$ cat src/rtl/sysclk_switch_pkg.sv
package sysclk_switch_pkg;

  localparam int NSRC = 3;

  localparam logic [2:0] CODE_XTAL = 3'b000;
  localparam logic [2:0] CODE_LRC  = 3'b011;
  localparam logic [2:0] CODE_HRC  = 3'b111;

  typedef enum logic [1:0] {
    LK_IDLE,
    LK_KEY1,
    LK_KEY2,
    LK_OPEN
  } lock_state_t;

  // Map a select code to the one-hot source vector; reserved codes give 0.
  function automatic logic [NSRC-1:0] code_to_onehot(input logic [2:0] code);
    logic [NSRC-1:0] oh;
    case (code)
      CODE_XTAL: oh = 3'b001;
      CODE_LRC:  oh = 3'b010;
      CODE_HRC:  oh = 3'b100;
      default:   oh = 3'b000;
    endcase
    return oh;
  endfunction

endpackage

$ cat src/rtl/sysclk_stable_sync.sv
module sysclk_stable_sync #(
  parameter int NSRC   = 3,
  parameter int STAGES = 2
) (
  input  logic            clk,
  input  logic            rst,
  input  logic [NSRC-1:0] src_en,
  input  logic [NSRC-1:0] src_rdy,
  output logic [NSRC-1:0] stb
);

  logic [NSRC-1:0] pipe [STAGES];

  always_ff @(posedge clk) begin
    if (rst) pipe[0] <= '0;
    else     pipe[0] <= src_en & src_rdy;
  end

  for (genvar k = 1; k < STAGES; k++) begin : g_stage
    always_ff @(posedge clk) begin
      if (rst) pipe[k] <= '0;
      else     pipe[k] <= pipe[k-1];
    end
  end

  assign stb = pipe[STAGES-1];

endmodule

$ cat src/rtl/sysclk_unlock.sv
module sysclk_unlock
  import sysclk_switch_pkg::*;
#(
  parameter int                ADDR_W    = 4,
  parameter int                DATA_W    = 8,
  parameter logic [ADDR_W-1:0] LOCK_ADDR = '0,
  parameter logic [DATA_W-1:0] KEY0      = 8'h59,
  parameter logic [DATA_W-1:0] KEY1      = 8'h16,
  parameter logic [DATA_W-1:0] KEY2      = 8'h88
) (
  input  logic              clk,
  input  logic              rst,
  input  logic              wr_en,
  input  logic [ADDR_W-1:0] wr_addr,
  input  logic [DATA_W-1:0] wr_data,
  output logic              open
);

  lock_state_t st_q, st_d;
  logic        lock_wr;

  assign lock_wr = wr_en && (wr_addr == LOCK_ADDR);

  always_comb begin
    st_d = st_q;
    if (lock_wr) begin
      case (st_q)
        LK_IDLE: st_d = (wr_data == KEY0) ? LK_KEY1 : LK_IDLE;
        LK_KEY1: st_d = (wr_data == KEY1) ? LK_KEY2 : LK_IDLE;
        LK_KEY2: st_d = (wr_data == KEY2) ? LK_OPEN : LK_IDLE;
        default: st_d = LK_IDLE;
      endcase
    end
  end

  always_ff @(posedge clk) begin
    if (rst) begin
      st_q <= LK_IDLE;
      open <= 1'b0;
    end else begin
      st_q <= st_d;
      open <= (st_d == LK_OPEN);
    end
  end

endmodule

$ cat src/rtl/sysclk_switch_ctrl.sv
module sysclk_switch_ctrl
  import sysclk_switch_pkg::*;
#(
  parameter int NSRC = 3
) (
  input  logic            clk,
  input  logic            rst,
  input  logic            sel_wr,
  input  logic [2:0]      wr_code,
  input  logic [NSRC-1:0] stb,
  output logic [2:0]      field_q,
  output logic [NSRC-1:0] active_q,
  output logic            fail_q
);

  logic [NSRC-1:0] wr_oh;
  logic [NSRC-1:0] pend_oh;
  logic            wr_valid;
  logic            wr_ready;
  logic            pend_ready;

  assign wr_oh      = code_to_onehot(wr_code);
  assign pend_oh    = code_to_onehot(field_q);
  assign wr_valid   = |wr_oh;
  assign wr_ready   = |(wr_oh & stb);
  assign pend_ready = fail_q && |(pend_oh & stb);

  // The fail flag doubles as the pending marker; the pending target is
  // the accepted field itself, so a new write replaces it directly.
  always_ff @(posedge clk) begin
    if (rst) begin
      field_q  <= CODE_HRC;
      active_q <= code_to_onehot(CODE_HRC);
      fail_q   <= 1'b0;
    end else if (sel_wr && wr_valid) begin
      field_q <= wr_code;
      if (wr_ready) begin
        active_q <= wr_oh;
        fail_q   <= 1'b0;
      end else begin
        fail_q   <= 1'b1;
      end
    end else if (pend_ready) begin
      active_q <= pend_oh;
      fail_q   <= 1'b0;
    end
  end

endmodule

$ cat src/rtl/sysclk_switch.sv
module sysclk_switch
  import sysclk_switch_pkg::*;
#(
  parameter int                ADDR_W      = 4,
  parameter int                DATA_W      = 8,
  parameter int                SYNC_STAGES = 2,
  parameter logic [ADDR_W-1:0] LOCK_ADDR   = 4'h0,
  parameter logic [ADDR_W-1:0] SEL_ADDR    = 4'h4,
  parameter logic [DATA_W-1:0] KEY0        = 8'h59,
  parameter logic [DATA_W-1:0] KEY1        = 8'h16,
  parameter logic [DATA_W-1:0] KEY2        = 8'h88
) (
  input  logic              clk,
  input  logic              rst,
  input  logic              wr_en,
  input  logic [ADDR_W-1:0] wr_addr,
  input  logic [DATA_W-1:0] wr_data,
  input  logic [2:0]        src_en,
  input  logic [2:0]        src_rdy,
  output logic [2:0]        stable_flags,
  output logic [2:0]        sel_field,
  output logic [2:0]        src_sel,
  output logic              switch_fail,
  output logic              unlocked
);

  logic sel_wr;

  sysclk_stable_sync #(
    .NSRC   (NSRC),
    .STAGES (SYNC_STAGES)
  ) u_sync (
    .clk     (clk),
    .rst     (rst),
    .src_en  (src_en),
    .src_rdy (src_rdy),
    .stb     (stable_flags)
  );

  sysclk_unlock #(
    .ADDR_W    (ADDR_W),
    .DATA_W    (DATA_W),
    .LOCK_ADDR (LOCK_ADDR),
    .KEY0      (KEY0),
    .KEY1      (KEY1),
    .KEY2      (KEY2)
  ) u_unlock (
    .clk     (clk),
    .rst     (rst),
    .wr_en   (wr_en),
    .wr_addr (wr_addr),
    .wr_data (wr_data),
    .open    (unlocked)
  );

  assign sel_wr = wr_en && (wr_addr == SEL_ADDR) && unlocked;

  sysclk_switch_ctrl #(
    .NSRC (NSRC)
  ) u_ctrl (
    .clk      (clk),
    .rst      (rst),
    .sel_wr   (sel_wr),
    .wr_code  (wr_data[2:0]),
    .stb      (stable_flags),
    .field_q  (sel_field),
    .active_q (src_sel),
    .fail_q   (switch_fail)
  );

endmodule

$ cat config.mk
export PLATFORM = sky130hd
export DESIGN_NAME = sysclk_switch
export DESIGN_NICKNAME = d
export VERILOG_FILES = /design/src/rtl/sysclk_switch_pkg.sv /design/src/rtl/sysclk_stable_sync.sv /design/src/rtl/sysclk_unlock.sv /design/src/rtl/sysclk_switch_ctrl.sv /design/src/rtl/sysclk_switch.sv
export SDC_FILE = /design/constraint.sdc
export NUM_CORES = 1
export LEC_CHECK = 0
export CORE_UTILIZATION = 35
export CTS_CLUSTER_DIAMETER = 50
export DETAILED_ROUTE_END_ITERATION = 10
export PLACE_DENSITY = 0.74
export SKIP_CTS_REPAIR_TIMING = 1
export SLEW_MARGIN = 20
export SYNTH_ARGS = -nofsm -noshare
export SYNTH_HDL_FRONTEND = slang
export SYNTH_HIERARCHICAL = 1
export SYNTH_SLANG_ARGS = --single-unit
$ cat constraint.sdc
create_clock -name clk -period 5.9 [get_ports clk]
set_input_delay 1.18 -clock clk [delete_from_list [all_inputs] [get_ports clk]]
set_output_delay 1.18 -clock clk [all_outputs]
set_load 0.02 [all_outputs]
# --- Yosys cells after proc, flatten, opt, wreduce, memory -nomap -nowiden ---
# Memories as Yosys holds them, arrays and structs flattened.
# Index checks and enable logic that the tools add are counted.
word_totals:
  regBits: 10
  ramBits: 6
  input_bits: 21
  n_memories: 1
op_classes:
  eq_ne: 12
  mux: 18
  n_bitwise: 5
  reduce_logical: 14
mem_list:
  columns: ["memory", "words", "word_bits", "rd", "rd_ports_with_merged_regs", "write_ports", "line", "text"]
  rows:
  - ["u_sync.pipe", 2, 3, 2, 0, 2, "sysclk_stable_sync.sv:12", "logic [NSRC-1:0] pipe [STAGES];"]
ops:
  columns: ["operator", "count"]
  rows:
  - ["$pmux 3 s3", 2]
  - ["$mux 3", 5]
  - ["$and 3x3->3", 3]
  - ["$reduce_or 3->1", 3]
  - ["$eq 8x5->1 const B", 1]
  - ["$eq 8x7->1 const B", 1]
  - ["$eq 8x8->1 const B", 1]
  - ["$mux 1", 7]
  - ["$eq 3x2->1 const B", 2]
  - ["$eq 3x3->1 const B", 2]
  - ["$logic_not 3->1", 2]
  - ["$mux 2", 3]
  - ["$pmux 2 s3", 1]
  - ["$logic_and 1x1->1", 5]
  - ["$eq 2x2->1 const B", 2]
  - ["$eq 4x3->1 const B", 1]
  - ["$logic_not 4->1", 1]
  - ["$eq 2x1->1 const B", 1]
  - ["$logic_not 2->1", 1]
  - ["$ne 2x1->1 const B", 1]
  - ["$or 1x1->1", 2]
  - ["$reduce_and 2->1", 1]
  - ["$reduce_bool 2->1", 1]

# --- Longest topological paths before layout ---
# Gate-level depths: netlist (run 1).
depth:
  ltp_word: 7
  depth_mapped: 7
  ltp_nobuf: 6

# --- Hierarchy ---
# The synthesis (run 1) kept the hierarchy.
modules_own_cells:
  columns: ["mod", "n_inst", "cells_each", "area_per_inst_um2", "seq_area_each_um2"]
  rows:
  - ["sysclk_switch_ctrl", 1, 53, 471.7, 140.1]
  - ["sysclk_unlock", 1, 22, 217.7, 60.1]
  - ["sysclk_stable_sync", 1, 12, 176.4, 120.1]
  - ["sysclk_switch", 1, 2, 18.8, 0.0]

# --- Least setup slack after synthesis (run 1) ---
# OpenSTA, ideal clock, no wires.
synth_timing:
  path_type: "in2reg"
  start: "input wr_addr[3]"
  end: "register u_ctrl.active_q[1]"
  setup_ps: 121
  arrival_time_ps: 2724
  path_slack_ps: 3055
  stages: 7
  n_path_buf: 1
  path_cell_list: "nand4b_1 nor3_2 or3b_1 buf_6 o211ai_4 a2bb2oi_4 mux2_4"
synth_via:
  elab_chain_len: 6
synth_lines:
  columns: ["item", "line", "text"]
  rows:
  - ["start: declaration", "sysclk_switch.sv:16", "input logic [ADDR_W-1:0] wr_addr,"]
  - ["$eq 4x3->1 (*)", "sysclk_switch.sv:56", "assign sel_wr = wr_en && (wr_addr == SEL_ADDR) && unlocked;"]
  - ["$logic_and 1x1->1 (*) (2 in series)", "sysclk_switch.sv:56", null]
  - ["named net sel_wr", "sysclk_switch.sv:27", "logic sel_wr;"]
  - ["$logic_and 1x1->1 (*)", "sysclk_switch_ctrl.sv:35", "end else if (sel_wr && wr_valid) begin"]
  - ["$ne 2x1->1 (no source line) / $reduce_bool 2->1 (equally long branches)", null, null]
  - ["$reduce_and 2->1 (no source line)", null, null]
  - ["end signal: assignment", "sysclk_switch_ctrl.sv:33", "active_q <= code_to_onehot(CODE_HRC);"]
  - ["end signal: assignment", "sysclk_switch_ctrl.sv:38", "active_q <= wr_oh;"]
  - ["end signal: assignment", "sysclk_switch_ctrl.sv:44", "active_q <= pend_oh;"]
  - ["end: declaration", "sysclk_switch_ctrl.sv:12", "output logic [NSRC-1:0] active_q,"]
# The timed path passes the listed nets; every way through them passes the cells marked *.
# A chain may end at the register's enable or synchronous reset.

# --- Worst setup path in the final report (run 1) ---
# Same ends and word-level chain as after synthesis.

==> metrics.yaml, run 1 <==
yosys:
  syn_avg_cell_area_um2: 9.94
  synth_nets: 110
  synth_warnings: 6
  syn-cell-area_um2: 885
  synth-main-ff-cell: "dfxtp_1"
  synth-seq-cells: 16
  syn_inst: 89
  synth_cell_types: 42
  async_flop_share_pct: 0
  seq_area_frac_synth_pct: 36.2
  synth_edf_count: 0
sta:
  slew_violations: 0
  finalSetupTns_ns: 0
  relSlewSlack_pct: 62.0
  setup_viol: 0
  period_needed_ns: 3.19
  finalCritPeriodShare_pct: 54.1
  hold_viol: 0
  worstMarginPinSlew_ns: 0.568
  max_freq_ghz: 0.313
  whs_ns: 0.454
  worst_clock_skew_ns: 0.00603
  rsz0062_at_grt: "false"
cts:
  clkTransAtPathRegs_ns: 0.10
  cts_tree: "yes"
  cts_max_path_buffers: 2
  htreeDepth: 1
  insertion_delay_ns: 0.29
  cts_made_buffers: 3
  cts.sinks: 16
  clock-root-buffer: "clkbuf_4"
min_path:
  holdPathStages: 1
  min_to: "u_sync/pipe[1][2]"
  hp-start: "u_sync/pipe[0][2]"
  hold_path.class: "reg -> reg"
cells_and_area:
  final_util_pct: 54.5
  layout_common_cells: "31 x clkdlybuf4s50_1, 16 x dfxtp_1, 6 x a21oi_1, 6 x nor2_1, 6 x o21ai_0"
  final_common_cell: "clkdlybuf4s50_1"
  synthToLayoutAreaGrowth_pct: 41.4
  nNetsFinal: 144
  num_antenna_cells: 0
  fillCellCount: 224
  layout-drive-gt1-share_pct: 18.0
worst_setup_path:
  start_kind: "input pin"
  regToRegEndpoint: "u_ctrl/active_q[1]"
  slowest_stage: "or3b_1"
  regToRegStartpoint: "u_unlock/open"
  crit_path_end_kind: "flip-flop"
  required_ns: 6.09
  crit_path_max_incr_delay_ns: 0.53
  critical_path.max_fanout: 7
  worstPathCellList: "clkdlybuf4s50_1 -> nand4b_1 -> nor3_2 -> or3b_1 -> o211ai_4 -> a2bb2oi_4 -> mux2_4"
  crit_type: "in -> reg"
  rrSetupSlack_ns: 3.83
  arrival_ns: 3.39
  r2r_cells: 6
die:
  dieHeight_um: 52.3
  num_rows: 17
  fp.dieW_um: 52.3
  core_area_um2: 2300
  dieArea_um2: 2730
  start_util_pct: 38.5
  ios: 32
detailed_routing:
  routed_wl_um: 1910
  drt_pass1_iterations: 4
  vias: 819
  viasPerCell: 5.46
  ant_nets: 0
  drt_iter0_markers: 26
  route.detailed.drc: 0
  wl_per_cell_um: 12.7
power:
  vdd_drop_max_mv: 0.140
  p_leak_nw: 0.461
  p_per_area_nw_per_um2: 169
grt:
  grt_use_total_pct: 15.6
  antenna_found_initial: 0
  grt_pass1_vias: 748
  gr-total-overflow: 0
  grt_pass1_wl_um: 3170
  grt_max_degree: 17
placed_design:
  hpwl_um: 1510
  gp_congestion: 0.783
  io_buffer_count: 31
outcome:
  outcome: "completed"
run:
  cap_violations: 0
[how the worst max path moves through the flow]
| stage | startpoint | endpoint | slack (ns) | cells after the start |
|---|---|---|---|---|
| after detailed placement | wr_addr[3] | u_ctrl/active_q[1] | 2.41 | 7 |
| after floorplan | wr_addr[3] | u_ctrl/active_q[1] | 3.06 | 7 |
| after global routing | wr_addr[3] | u_ctrl/active_q[1] | 2.61 | 7 |
| after CTS | wr_addr[3] | u_ctrl/active_q[1] | 2.72 | 7 |
| after global placement | wr_addr[3] | u_ctrl/active_q[1] | 2.46 | 7 |
| final | wr_addr[3] | u_ctrl/active_q[1] | 2.71 | 7 |
[cell usage after synthesis (all sizes together) (2+ instances only)]
cell / instances / area [µm²]
nor3: 5 / 30.0
o21ai: 8 / 43.8
or3b: 2 / 17.5
o211ai: 3 / 41.3
nand3b: 3 / 22.5
and3b: 4 / 38.8
a21oi: 6 / 30.0
and2b: 3 / 26.3
nand2: 3 / 11.3
nor2: 7 / 28.8
dfxtp: 16 / 320
mux2: 2 / 26.3
nand4b: 2 / 17.5
nand2b: 2 / 15.0
mux2i: 3 / 30.0
or4b: 2 / 23.8
nand3: 3 / 15.0
[state kept, by name, summed over array words and instances (netlist names)]
signal and cells:
u_ctrl/active_q 3, u_ctrl/fail_q 1, u_ctrl/field_q 3, u_sync/pipe 6, u_unlock/open 1, u_unlock/st_q 2
[layout make-up]
type / count / area, µm² / share of cell area [%]
tap: 28 / 35.0 / 2.80
sequential: 16 / 320 / 25.6
clock buffer: 4 / 36.3 / 2.90
timing repair buffer: 31 / 310 / 24.8
inverter: 1 / 3.75 / 0.300
multi-input combinational: 70 / 546 / 43.6
[per-layer routing]
layer | share of wire (%) | up-vias | GRT usage (%)
li1 | - | 411 | -
met1 | 44 | 371 | 18.0
met2 | 48 | 28 | 27.6
met3 | 6.1 | 9 | 4.35
met4 | 2.3 | 0 | 5.26
met5 | 0 | - | 0
[power breakdown]
group	leakage [nW]	internal, mW	total (mW)	switching, mW
combinational	0.310	0.0170	0.0284	0.0115
clock	0.0210	0.0376	0.0737	0.0361
sequential	0.130	0.109	0.110	0.000588
[worst max-delay path: cells and delay by family]
kind | cells | cell delay, ns
AOI/OAI and AO/OA | 2 | 0.45
muxes | 1 | 0.31
and+or+nand+nor | 3 | 0.98
buffers and inverters | 1 | 0.48
[cell families (layout without fill, tap and decap cells)]
group	count (synthesis)	after routing	share of synthesized area, %
flip-flops	16	16	36.2
multiplexers	5	5	6.36
buffers and inverters	3	36	2.12
AND/OR/NAND/NOR	41	41	33.2
AO/OA/AOI/OAI	24	24	22.1
[per-stage QoR]
stage | setup slack [ns] | area (µm²) | std cells | total power [mW]
detailed placement | 2.41 | 1210 | 146 | 0.141
floorplan | 3.06 | 885 | 89 | 0.120
global route | 2.61 | 1250 | 150 | 0.222
finish | 2.71 | 1250 | 150 | 0.212
CTS | 2.72 | 1250 | 150 | 0.214
global placement | 2.46 | 1210 | 146 | 0.140
(Power assumes the default switching activity.)
==> inputs of run 2 (changes only) <==
--- a/config.mk
+++ b/config.mk
@@ -8,7 +8,7 @@
 export CORE_UTILIZATION = 35
 export CTS_CLUSTER_DIAMETER = 50
 export DETAILED_ROUTE_END_ITERATION = 10
-export PLACE_DENSITY = 0.74
+export PLACE_DENSITY = 0.77
 export SKIP_CTS_REPAIR_TIMING = 1
 export SLEW_MARGIN = 20
 export SYNTH_ARGS = -nofsm -noshare
==> constraint.sdc (replaced) <==
create_clock -name clk -period 2.68 [get_ports clk]
set_input_delay 0.536 -clock clk [delete_from_list [all_inputs] [get_ports clk]]
set_output_delay 0.536 -clock clk [all_outputs]
set_load 0.02 [all_outputs]
==> metrics.yaml, run 2 (synthesis gave the netlist of run 1 again) <==
worst_setup_path:
  regToRegEndpoint: "u_ctrl/active_q[1]"
  worstPathCellList: "clkdlybuf4s50_1 -> nand4b_1 -> nor3_2 -> or3b_1 -> o211ai_4 -> a2bb2oi_4 -> mux2_4"
  rrSetupSlack_ns: 0.84
  required_ns: 2.88
  endpoint: "u_ctrl/active_q[1]"
  cp_top_family: "simple AND/OR/NAND/NOR gates"
  crit_buf_inv: 1
  slowest_stage: "clkdlybuf4s50_1"
  r2r_cells: 6
  crit_path_max_incr_delay_ns: 0.50
  regToRegStartpoint: "u_unlock/open"
  start_kind: "input pin"
  arrival_ns: 2.45
  critical_path.max_fanout: 3
  crit_type: "in -> reg"
  startpoint: "wr_en"
  cp.depth: 7
  crit_path_end_kind: "flip-flop"
sta:
  rsz0062_at_grt: "false"
  hold_viol: 0
  setup_viol: 0
  period_needed_ns: 2.26
  worstMarginPinSlew_ns: 0.494
  relSlewSlack_pct: 67.0
  finalCritPeriodShare_pct: 84.3
  whs_ns: 0.459
  finalSetupTns_ns: 0
  slew_violations: 0
  worst_clock_skew_ns: 0.0104
  max_freq_ghz: 0.443
cells_and_area:
  layout-drive-gt1-share_pct: 23.1
  top_register: "u_sync/pipe"
  fillCellCount: 207
  largestRegisters: "u_sync/pipe: 6 flops, u_ctrl/active_q: 3 flops, u_ctrl/field_q: 3 flops"
  synthToLayoutAreaGrowth_pct: 48.2
  largest_reg_flops: 6
  regArea_um2: 320
  final_common_cell: "clkdlybuf4s50_1"
  nNetsFinal: 152
  layout_common_cells: "31 x clkdlybuf4s50_1, 16 x dfxtp_1, 8 x buf_4"
  num_antenna_cells: 0
  multiInputGateArea_um2: 546
detailed_routing:
  routed_wl_um: 2050
  wl_met2_um: 1030
  drt_iter0_markers: 16
  route.detailed.drc: 0
  wl_per_cell_um: 13.0
  top_layer: "met4"
  viasPerCell: 5.31
  vias: 839
  drt_pass1_iterations: 4
  wl_met1_um: 860
  ant_nets: 0
  wl_met3_um: 110
cts:
  cts_made_buffers: 3
  htreeDepth: 1
  insertion_delay_ns: 0.29
  cts_max_path_buffers: 2
  cts.sinks: 16
  clkTransAtPathRegs_ns: 0.10
  clock-root-buffer: "clkbuf_4"
  cts_tree: "yes"
run:
  cap_violations: 0
die:
  ios: 32
  dieHeight_um: 52.3
  num_rows: 17
  fp.dieW_um: 52.3
  start_util_pct: 38.5
  core_area_um2: 2300
  dieArea_um2: 2730
power:
  p_leak_nw: 0.499
  vdd_drop_max_mv: 0.290
  p_per_area_nw_per_um2: 360
placed_design:
  io_buffer_count: 31
  gp_congestion: 0.808
  hpwl_um: 1610
grt:
  grt_use_total_pct: 17.9
  antenna_found_initial: 0
  grt_pass1_wl_um: 3470
  grt_max_degree: 16
  grt_pass1_vias: 845
  gr-total-overflow: 0
min_path:
  hold_path.class: "reg -> reg"
outcome:
  outcome: "completed"
## run 2: where the power goes
part	total [mW]	switching (mW)	internal [mW]	leakage (nW)
clock	0.161	0.0786	0.0828	0.0210
combinational	0.0684	0.0264	0.0420	0.348
sequential	0.242	0.00132	0.241	0.130
## run 2: how the worst min path moves through the flow
stage,from,end,slack [ns],depth (start not counted)
finish,u_sync/pipe[0][1],u_sync/pipe[1][1],0.46,1
global route,u_sync/pipe[0][1],u_sync/pipe[1][1],0.48,1
CTS,u_sync/pipe[0][1],u_sync/pipe[1][1],0.46,1
detailed placement,u_sync/pipe[0][1],u_sync/pipe[1][1],0.44,1
global placement,u_sync/pipe[0][0],u_sync/pipe[1][0],0.43,1
floorplan,u_sync/pipe[0][0],u_sync/pipe[1][0],0.43,1
## run 2: area by class of cell
type / instances / share of cell area, %
inverters: 1 / 0.286
clock buffers: 4 / 2.77
repair buffers: 39 / 28.2
well taps: 28 / 2.67
flip-flops and latches: 16 / 24.4
multi-input cells: 70 / 41.6
## run 2: metrics by stage
stage / instances / util, % / setup slack [ns] / area, µm² / power, mW
4_1_cts: 158 / 57.1 / 0.407 / 1310 / 0.476
3_5_place_dp: 154 / 55.5 / 0.0926 / 1270 / 0.316
3_3_place_gp: 154 / 55.5 / 0.161 / 1270 / 0.314
5_1_grt: 158 / 57.1 / 0.334 / 1310 / 0.491
6_report: 158 / 57.1 / 0.422 / 1310 / 0.472
2_1_floorplan: 89 / - / 0.479 / 885 / 0.265
## run 2: layer usage
metal / vias up / global-route usage (%)
met5: - / 0
met4: 0 / 10.5
met3: 4 / 4.93
met2: 25 / 31.6
met1: 390 / 18.8
li1: 420 / -
